### config.mk
export PLATFORM = sky130hd
export DESIGN_NAME = vecStoreAgu
export DESIGN_NICKNAME = d
export VERILOG_FILES = /design/src/rtl/vsaPkg.sv /design/src/rtl/vsaDecode.sv /design/src/rtl/vsaControl.sv /design/src/rtl/vsaDatapath.sv /design/src/rtl/vecStoreAgu.sv
export SDC_FILE = /design/constraint.sdc
export NUM_CORES = 1
export LEC_CHECK = 0
export ABC_AREA = 1
export BUFFER_PORTS_ARGS = -buffer_cell sky130_fd_sc_hd__clkbuf_2
export CAP_MARGIN = 30
export CORE_MARGIN = 1.5
export CORE_UTILIZATION = 55
export CTS_BUF_LIST = sky130_fd_sc_hd__clkbuf_4 sky130_fd_sc_hd__clkbuf_8
export DETAILED_ROUTE_END_ITERATION = 7
export PLACE_DENSITY = 0.79
export SLEW_MARGIN = 15
export SYNTH_ARGS = -nofsm -noshare
export SYNTH_HDL_FRONTEND = slang
export SYNTH_SLANG_ARGS = --single-unit
### constraint.sdc
create_clock -name clk -period 4.3 [get_ports clk]
set_input_delay 0.43 -clock clk [delete_from_list [all_inputs] [get_ports clk]]
set_output_delay 0.43 -clock clk [all_outputs]
set_load 0.01 [all_outputs]
### src/rtl/vsaPkg.sv
package vsaPkg;

  typedef enum logic [1:0] {
    MODE_UOFF = 2'd0,
    MODE_POST = 2'd1,
    MODE_PRE  = 2'd2,
    MODE_NONE = 2'd3
  } addrMode_e;

  // Strobes passed from control to datapath
  typedef struct packed {
    logic       capture;   // load request and writeback registers
    logic       useSp;     // base comes from the stack pointer
    addrMode_e  mode;
    logic [2:0] sizeLog2;  // log2 of access bytes
  } vsaStrobe_t;

  localparam int unsigned INSTR_W  = 32;
  localparam int unsigned REG_IDX_W = 5;
  localparam int unsigned MAX_LOG2 = 4;
  localparam int unsigned BYTES_W  = MAX_LOG2 + 1;
  localparam logic [REG_IDX_W-1:0] SP_IDX = '1;

endpackage

### src/rtl/vsaDecode.sv
module vsaDecode
  import vsaPkg::*;
(
  input  logic [INSTR_W-1:0]   instrWord,
  output logic                 legal,
  output addrMode_e            mode,
  output logic [2:0]           sizeLog2,
  output logic [REG_IDX_W-1:0] baseIdx
);

  logic       familyOk;
  logic       sizeOk;
  logic       modeOk;
  logic [1:0] szField;
  logic [1:0] opField;
  logic [1:0] formField;
  logic [1:0] idxField;

  assign szField   = instrWord[31:30];
  assign opField   = instrWord[23:22];
  assign formField = instrWord[25:24];
  assign idxField  = instrWord[11:10];
  assign baseIdx   = instrWord[9:5];
  assign familyOk  = (instrWord[29:27] == 3'b111) && instrWord[26];

  always_comb begin
    sizeOk   = 1'b0;
    sizeLog2 = 3'd0;
    unique case (opField)
      2'b00: begin
        sizeOk   = 1'b1;
        sizeLog2 = {1'b0, szField};
      end
      2'b10: begin
        sizeOk   = (szField == 2'b00);
        sizeLog2 = 3'(MAX_LOG2);
      end
      default: begin
        sizeOk   = 1'b0;
        sizeLog2 = 3'd0;
      end
    endcase
  end

  always_comb begin
    mode   = MODE_NONE;
    modeOk = 1'b0;
    if (formField == 2'b01) begin
      mode   = MODE_UOFF;
      modeOk = 1'b1;
    end else if (formField == 2'b00 && !instrWord[21]) begin
      if (idxField == 2'b01) begin
        mode   = MODE_POST;
        modeOk = 1'b1;
      end else if (idxField == 2'b11) begin
        mode   = MODE_PRE;
        modeOk = 1'b1;
      end
    end
  end

  assign legal = familyOk && sizeOk && modeOk;

endmodule

### src/rtl/vsaControl.sv
module vsaControl
  import vsaPkg::*;
#(
  parameter int unsigned SP_ALIGN_BITS = 4
) (
  input  logic                     clk,
  input  logic                     rstN,
  input  logic                     instrValid,
  output logic                     instrReady,
  input  logic [INSTR_W-1:0]       instrWord,
  input  logic                     fpEnable,
  input  logic [SP_ALIGN_BITS-1:0] spLowBits,
  input  logic                     reqReady,
  output vsaStrobe_t               strobe,
  output logic                     reqValid,
  output logic                     wbValid,
  output logic                     wbToSp,
  output logic                     fpTrap,
  output logic                     spAlignFault,
  output logic                     undefFault
);

  logic                 legal;
  addrMode_e            mode;
  logic [2:0]           sizeLog2;
  logic [REG_IDX_W-1:0] baseIdx;
  logic                 accept;
  logic                 baseIsSp;
  logic                 spMisaligned;
  logic                 trapNow;
  logic                 alignNow;
  logic                 issue;
  logic                 wantsWb;

  vsaDecode u_decode (
    .instrWord (instrWord),
    .legal     (legal),
    .mode      (mode),
    .sizeLog2  (sizeLog2),
    .baseIdx   (baseIdx)
  );

  assign instrReady   = !reqValid || reqReady;
  assign accept       = instrValid && instrReady;
  assign baseIsSp     = (baseIdx == SP_IDX);
  assign spMisaligned = |spLowBits;
  assign trapNow      = accept && legal && !fpEnable;
  assign alignNow     = accept && legal && fpEnable && baseIsSp && spMisaligned;
  assign issue        = accept && legal && fpEnable && !(baseIsSp && spMisaligned);
  assign wantsWb      = (mode == MODE_POST) || (mode == MODE_PRE);

  always_comb begin
    strobe.capture  = issue;
    strobe.useSp    = baseIsSp;
    strobe.mode     = mode;
    strobe.sizeLog2 = sizeLog2;
  end

  always_ff @(posedge clk) begin
    if (!rstN) begin
      reqValid     <= 1'b0;
      wbValid      <= 1'b0;
      wbToSp       <= 1'b0;
      fpTrap       <= 1'b0;
      spAlignFault <= 1'b0;
      undefFault   <= 1'b0;
    end else begin
      if (issue)         reqValid <= 1'b1;
      else if (reqReady) reqValid <= 1'b0;
      wbValid      <= issue && wantsWb;
      wbToSp       <= issue && wantsWb && baseIsSp;
      fpTrap       <= trapNow;
      spAlignFault <= alignNow;
      undefFault   <= accept && !legal;
    end
  end

  a_r10_hold_valid: assert property (@(posedge clk) disable iff (!rstN)
    reqValid && !reqReady |=> reqValid);

  a_r9_one_fault: assert property (@(posedge clk) disable iff (!rstN)
    $onehot0({fpTrap, spAlignFault, undefFault}));

  a_r9_fault_no_wb: assert property (@(posedge clk) disable iff (!rstN)
    (fpTrap || spAlignFault || undefFault) |-> !wbValid);

  a_r11_wb_with_req: assert property (@(posedge clk) disable iff (!rstN)
    wbValid |-> reqValid);

  a_r11_wb_pulse: assert property (@(posedge clk) disable iff (!rstN)
    wbValid |=> !wbValid || reqValid);

  a_r4_uoff_no_wb: assert property (@(posedge clk) disable iff (!rstN)
    strobe.capture && strobe.mode == MODE_UOFF |=> !wbValid);

endmodule

### src/rtl/vsaDatapath.sv
module vsaDatapath
  import vsaPkg::*;
#(
  parameter int unsigned ADDR_W = 64
) (
  input  logic                 clk,
  input  logic                 rstN,
  input  logic [INSTR_W-1:0]   instrWord,
  input  logic [ADDR_W-1:0]    baseVal,
  input  logic [ADDR_W-1:0]    spVal,
  input  vsaStrobe_t           strobe,
  output logic [ADDR_W-1:0]    reqAddr,
  output logic [BYTES_W-1:0]   reqBytes,
  output logic [REG_IDX_W-1:0] reqVecReg,
  output logic [REG_IDX_W-1:0] wbRegIdx,
  output logic [ADDR_W-1:0]    wbAddr
);

  localparam int unsigned UIMM_W = 12;
  localparam int unsigned SIMM_W = 9;

  logic [UIMM_W-1:0] uImm;
  logic [SIMM_W-1:0] sImm;
  logic [ADDR_W-1:0] baseSel;
  logic [ADDR_W-1:0] uOffset;
  logic [ADDR_W-1:0] sOffset;
  logic [ADDR_W-1:0] offset;
  logic [ADDR_W-1:0] sum;
  logic [ADDR_W-1:0] accessAddr;

  assign uImm    = instrWord[21:10];
  assign sImm    = instrWord[20:12];
  assign baseSel = strobe.useSp ? spVal : baseVal;
  assign uOffset = {{(ADDR_W-UIMM_W){1'b0}}, uImm} << strobe.sizeLog2;
  assign sOffset = {{(ADDR_W-SIMM_W){sImm[SIMM_W-1]}}, sImm};
  assign offset  = (strobe.mode == MODE_UOFF) ? uOffset : sOffset;
  assign sum     = baseSel + offset;

  always_comb begin
    unique case (strobe.mode)
      MODE_POST: accessAddr = baseSel;
      default:   accessAddr = sum;
    endcase
  end

  always_ff @(posedge clk) begin
    if (!rstN) begin
      reqAddr   <= '0;
      reqBytes  <= '0;
      reqVecReg <= '0;
      wbRegIdx  <= '0;
      wbAddr    <= '0;
    end else if (strobe.capture) begin
      reqAddr   <= accessAddr;
      reqBytes  <= BYTES_W'(1) << strobe.sizeLog2;
      reqVecReg <= instrWord[4:0];
      wbRegIdx  <= instrWord[9:5];
      wbAddr    <= sum;
    end
  end

  a_r3_bytes_legal: assert property (@(posedge clk) disable iff (!rstN)
    strobe.capture |=> $onehot(reqBytes));

  a_r6_post_base: assert property (@(posedge clk) disable iff (!rstN)
    strobe.capture && strobe.mode == MODE_POST |=> reqAddr == $past(baseSel));

  a_r5_pre_same: assert property (@(posedge clk) disable iff (!rstN)
    strobe.capture && strobe.mode == MODE_PRE |=> reqAddr == wbAddr);

endmodule

### src/rtl/vecStoreAgu.sv
module vecStoreAgu
  import vsaPkg::*;
#(
  parameter int unsigned ADDR_W        = 64,
  parameter int unsigned SP_ALIGN_BITS = 4
) (
  input  logic                 clk,
  input  logic                 rstN,
  input  logic                 instrValid,
  output logic                 instrReady,
  input  logic [31:0]          instrWord,
  input  logic [ADDR_W-1:0]    baseVal,
  input  logic [ADDR_W-1:0]    spVal,
  input  logic                 fpEnable,
  output logic                 reqValid,
  input  logic                 reqReady,
  output logic [ADDR_W-1:0]    reqAddr,
  output logic [4:0]           reqBytes,
  output logic [4:0]           reqVecReg,
  output logic                 wbValid,
  output logic                 wbToSp,
  output logic [4:0]           wbRegIdx,
  output logic [ADDR_W-1:0]    wbAddr,
  output logic                 fpTrap,
  output logic                 spAlignFault,
  output logic                 undefFault
);

  vsaStrobe_t strobe;

  vsaControl #(.SP_ALIGN_BITS(SP_ALIGN_BITS)) u_control (
    .clk          (clk),
    .rstN         (rstN),
    .instrValid   (instrValid),
    .instrReady   (instrReady),
    .instrWord    (instrWord),
    .fpEnable     (fpEnable),
    .spLowBits    (spVal[SP_ALIGN_BITS-1:0]),
    .reqReady     (reqReady),
    .strobe       (strobe),
    .reqValid     (reqValid),
    .wbValid      (wbValid),
    .wbToSp       (wbToSp),
    .fpTrap       (fpTrap),
    .spAlignFault (spAlignFault),
    .undefFault   (undefFault)
  );

  vsaDatapath #(.ADDR_W(ADDR_W)) u_datapath (
    .clk       (clk),
    .rstN      (rstN),
    .instrWord (instrWord),
    .baseVal   (baseVal),
    .spVal     (spVal),
    .strobe    (strobe),
    .reqAddr   (reqAddr),
    .reqBytes  (reqBytes),
    .reqVecReg (reqVecReg),
    .wbRegIdx  (wbRegIdx),
    .wbAddr    (wbAddr)
  );

  a_r10_fields_stable: assert property (@(posedge clk) disable iff (!rstN)
    reqValid && !reqReady |=> $stable(reqAddr) && $stable(reqBytes) && $stable(reqVecReg));

  a_r10_no_accept: assert property (@(posedge clk) disable iff (!rstN)
    reqValid && !reqReady |-> !instrReady);

endmodule

==> flow_summary.ini <==
[place]
dp_cells = 2941
gp_congestion = 1.03
dp_hpwl_um = 37500
placed_cell_area_sq_um = 14900
port_buffers = 314

[yosys]
synth.distinct_cells = 45
ys_ff_latch = 149
synth.most_common_cell = nand2_1
synth_seq_area_share = 0.229
syn_area_sq_um = 13000
synth_area_leaders = nand2_1, dfxtp_1, inv_1
synthTopCellsByCount = nand2_1, inv_1, a21oi_1, nor2_1, dfxtp_1
synth_warnings = 0
postSynthNetCount = 2591
ys_async_sr_fraction = 0
synthDominantCellAreaShare = 0.266
yosys.area.top_type = nand2_1
synth-edff-count = 0
synthCells = 2361
syn_area_per_cell_sq_um = 5.52
ys.flop_type = dfxtp_1

[sta]
hold_violations = 0
skew_ns = 0.0148
timing.setup.tns_ns = 0
drv_slew = 0
setup_viol = 0
timing.final.crit_share = 0.849
hold_ws_ns = 0.165
fmax_ghz = 0.274
slew_headroom = 0.351
period_minus_slack_ns = 3.65
rsz0062_at_grt = false
tightest_slew_ns = 0.963

[cts]
cts_tree = yes
ctsRootBufferMaster = clkbuf_8
insertion_delay_ns = 0.48
cts_hold_buffers = 0
clkTransAtPathRegs_ns = 0.10
htree_levels = 4
clock-sinks = 149
numCtsBuffers = 17
cts_setup_buffers = 0
cts_resized = 0
cts_buffer_depth = 2

[routing]
vias = 15500
wl_um = 46500
firstDrtPassIters = 6
wl_per_cell_um = 15.6
vias_per_cell = 5.20
drc = 0
ant_nets = 0
drt_iter0_markers = 1329

[power]
peakVddDrop_mv = 0.170
internal-power_mw = 2.37
p_sw_mw = 1.64
seq_power_share = 0.345
switching_share = 0.409
power.leakage_nw = 9.57
clkPwrFrac = 0.298
powerDensity_nw_per_um2 = 263
power_frac_comb = 0.358

[die]
row_count = 56
core_area_sq_um = 23400
die_w_um = 157
die_area_sq_um = 24600
pin_count = 315
initial_utilization = 0.557
die_height_um = 157

[setup_path]
r2r_slack_ns = 2.24
path_class = in2reg
path_max_fanout = 19
cp-end-kind = flop
worstSetupStartpointType = primary input
critPathRequiredTime_ns = 4.69
reg2reg_from = u_control.reqValid$_SDFFE_PN0P_
crit_top_cell = nand2_1
cpPeakStageDelay_ns = 0.39
r2r-end = u_datapath.reqBytes[2]$_SDFFE_PN0P_
critical_path_arrival_ns = 4.04
r2r_cells = 8
crit_chain = clkbuf_2 -> nor2_4 -> inv_1 -> nor2_1 -> inv_1 -> a221oi_1 -> nor3_1 -> ha_1 -> nand2_1 -> nor2_1 -> nand2_1 -> nor2_1 -> nand2_1 -> nand3_1 -> nand2_1 -> nand2_1 -> nand2_1 -> nand2_1 -> nand2_1 -> nand2_1 -> inv_1
cpMaxStageDelayCell = ha_1

[layout]
fin_area_sq_um = 15300
nFillCells = 2346
diodes = 0
drive_above_1_share = 0.147
fin_cells = 2974
nets = 2872
synthToLayoutAreaGrowth_pct = 17.3

[worst_hold_path]
min_from = instrWord[4]
min_to = u_datapath.reqVecReg[4]$_SDFFE_PN0P_
holdPathStages = 3
hp-class = in2reg

[global_route]
antenna_found_initial = 0
grt_pass1_wl_um = 71500
grt-ovfl-total = 0
grt_max_degree = 74
grt_pass1_vias = 14100
gr-usage-all-layers = 0.375

[flow_run]
maxCapViolCount = 0

[run_status]
outcome = finished clean
## routing by layer
layer	global-route usage	wire (um)	part of all wire	vias up
li1	-	-	-	7827
met1	0.459	19600	0.42	6924
met2	0.639	21600	0.46	596
met3	0.0501	2920	0.063	127
met4	0.200	2440	0.052	0
met5	0	0	0	-
## layout by cell type, fill, tap and decap left out, types with 5 or more instances in the layout
cell	count
dfxtp_1	149
nor2_1	167
clkbuf_8	17
ha_1	63
o21a_1	44
inv_1	419
o21ai_0	129
clkbuf_2	313
nand3b_1	8
nor3_1	23
nand2_1	924
nand3_1	75
a21o_1	8
buf_4	25
a21oi_1	168
mux2i_1	8
o211ai_1	5
inv_6	5
xor2_1	28
o21ai_1	14
## cell families (layout without fill, tap and decap cells)
family	count (synthesis)	count (layout)	share of synthesized area
buffers and inverters	502	796	0.148
AO/OA/AOI/OAI	390	390	0.166
multiplexers	8	8	0.00614
adder cells (fa/ha/maj)	65	65	0.0629
flip-flops	149	149	0.229
XOR/XNOR	32	32	0.0215
AND/OR/NAND/NOR	1215	1215	0.367
## power groups by stage
stage	Clock, mW	Sequential (mW)	Combinational (mW)
floorplan	0	1.42	0.943
detailed placement	0	1.42	1.40
finish	1.20	1.38	1.44
CTS	1.19	1.38	1.41
global placement	0	1.42	1.39
global route	1.25	1.38	1.60
## final cells by class
cell class	instances	area, sq um	area share
flip-flops and latches	149	2980	0.195
clock buffers	18	241	0.0158
repair buffers	339	1770	0.116
inverters	425	1600	0.104
multi-input cells	1710	8140	0.532
clock inverters	14	164	0.0107
well taps	319	399	0.0261
## per-stage QoR
step	utilization	total power, mW	setup slack [ns]
global route	0.654	4.23	0.375
finish	0.654	4.02	0.651
detailed placement	0.635	2.81	0.279
CTS	0.653	3.98	0.762
global placement	0.635	2.80	0.340
floorplan	-	2.36	0.354
## worst max-delay path by stage
stage	from	end	slack (ns)	depth (start not counted)
after CTS	instrWord[25]	u_datapath.reqAddr[38]$_SDFFE_PN0P_	0.76	18
after detailed placement	instrWord[25]	u_datapath.reqAddr[38]$_SDFFE_PN0P_	0.28	18
after global routing	instrWord[25]	u_datapath.wbAddr[45]$_SDFFE_PN0P_	0.37	22
after floorplan	instrWord[24]	u_datapath.wbAddr[40]$_SDFFE_PN0P_	0.35	16
final	instrWord[25]	u_datapath.wbAddr[55]$_SDFFE_PN0P_	0.65	21
after global placement	instrWord[25]	u_datapath.reqAddr[45]$_SDFFE_PN0P_	0.34	19
## state kept, by name, indices dropped and copies added (netlist names), 5 cells and up
signal and cells:
u_datapath.reqAddr 64, u_datapath.wbAddr 64, u_datapath.reqBytes 5, u_datapath.reqVecReg 5, u_datapath.wbRegIdx 5
## worst max-delay path: cells and delay by family
family          cells  cell delay (ns)
buf+inv             4             0.53
simple gates       15             2.36
compound gates      1             0.34
fa+ha+maj           1             0.39
Power figures use the tool's default switching activity.
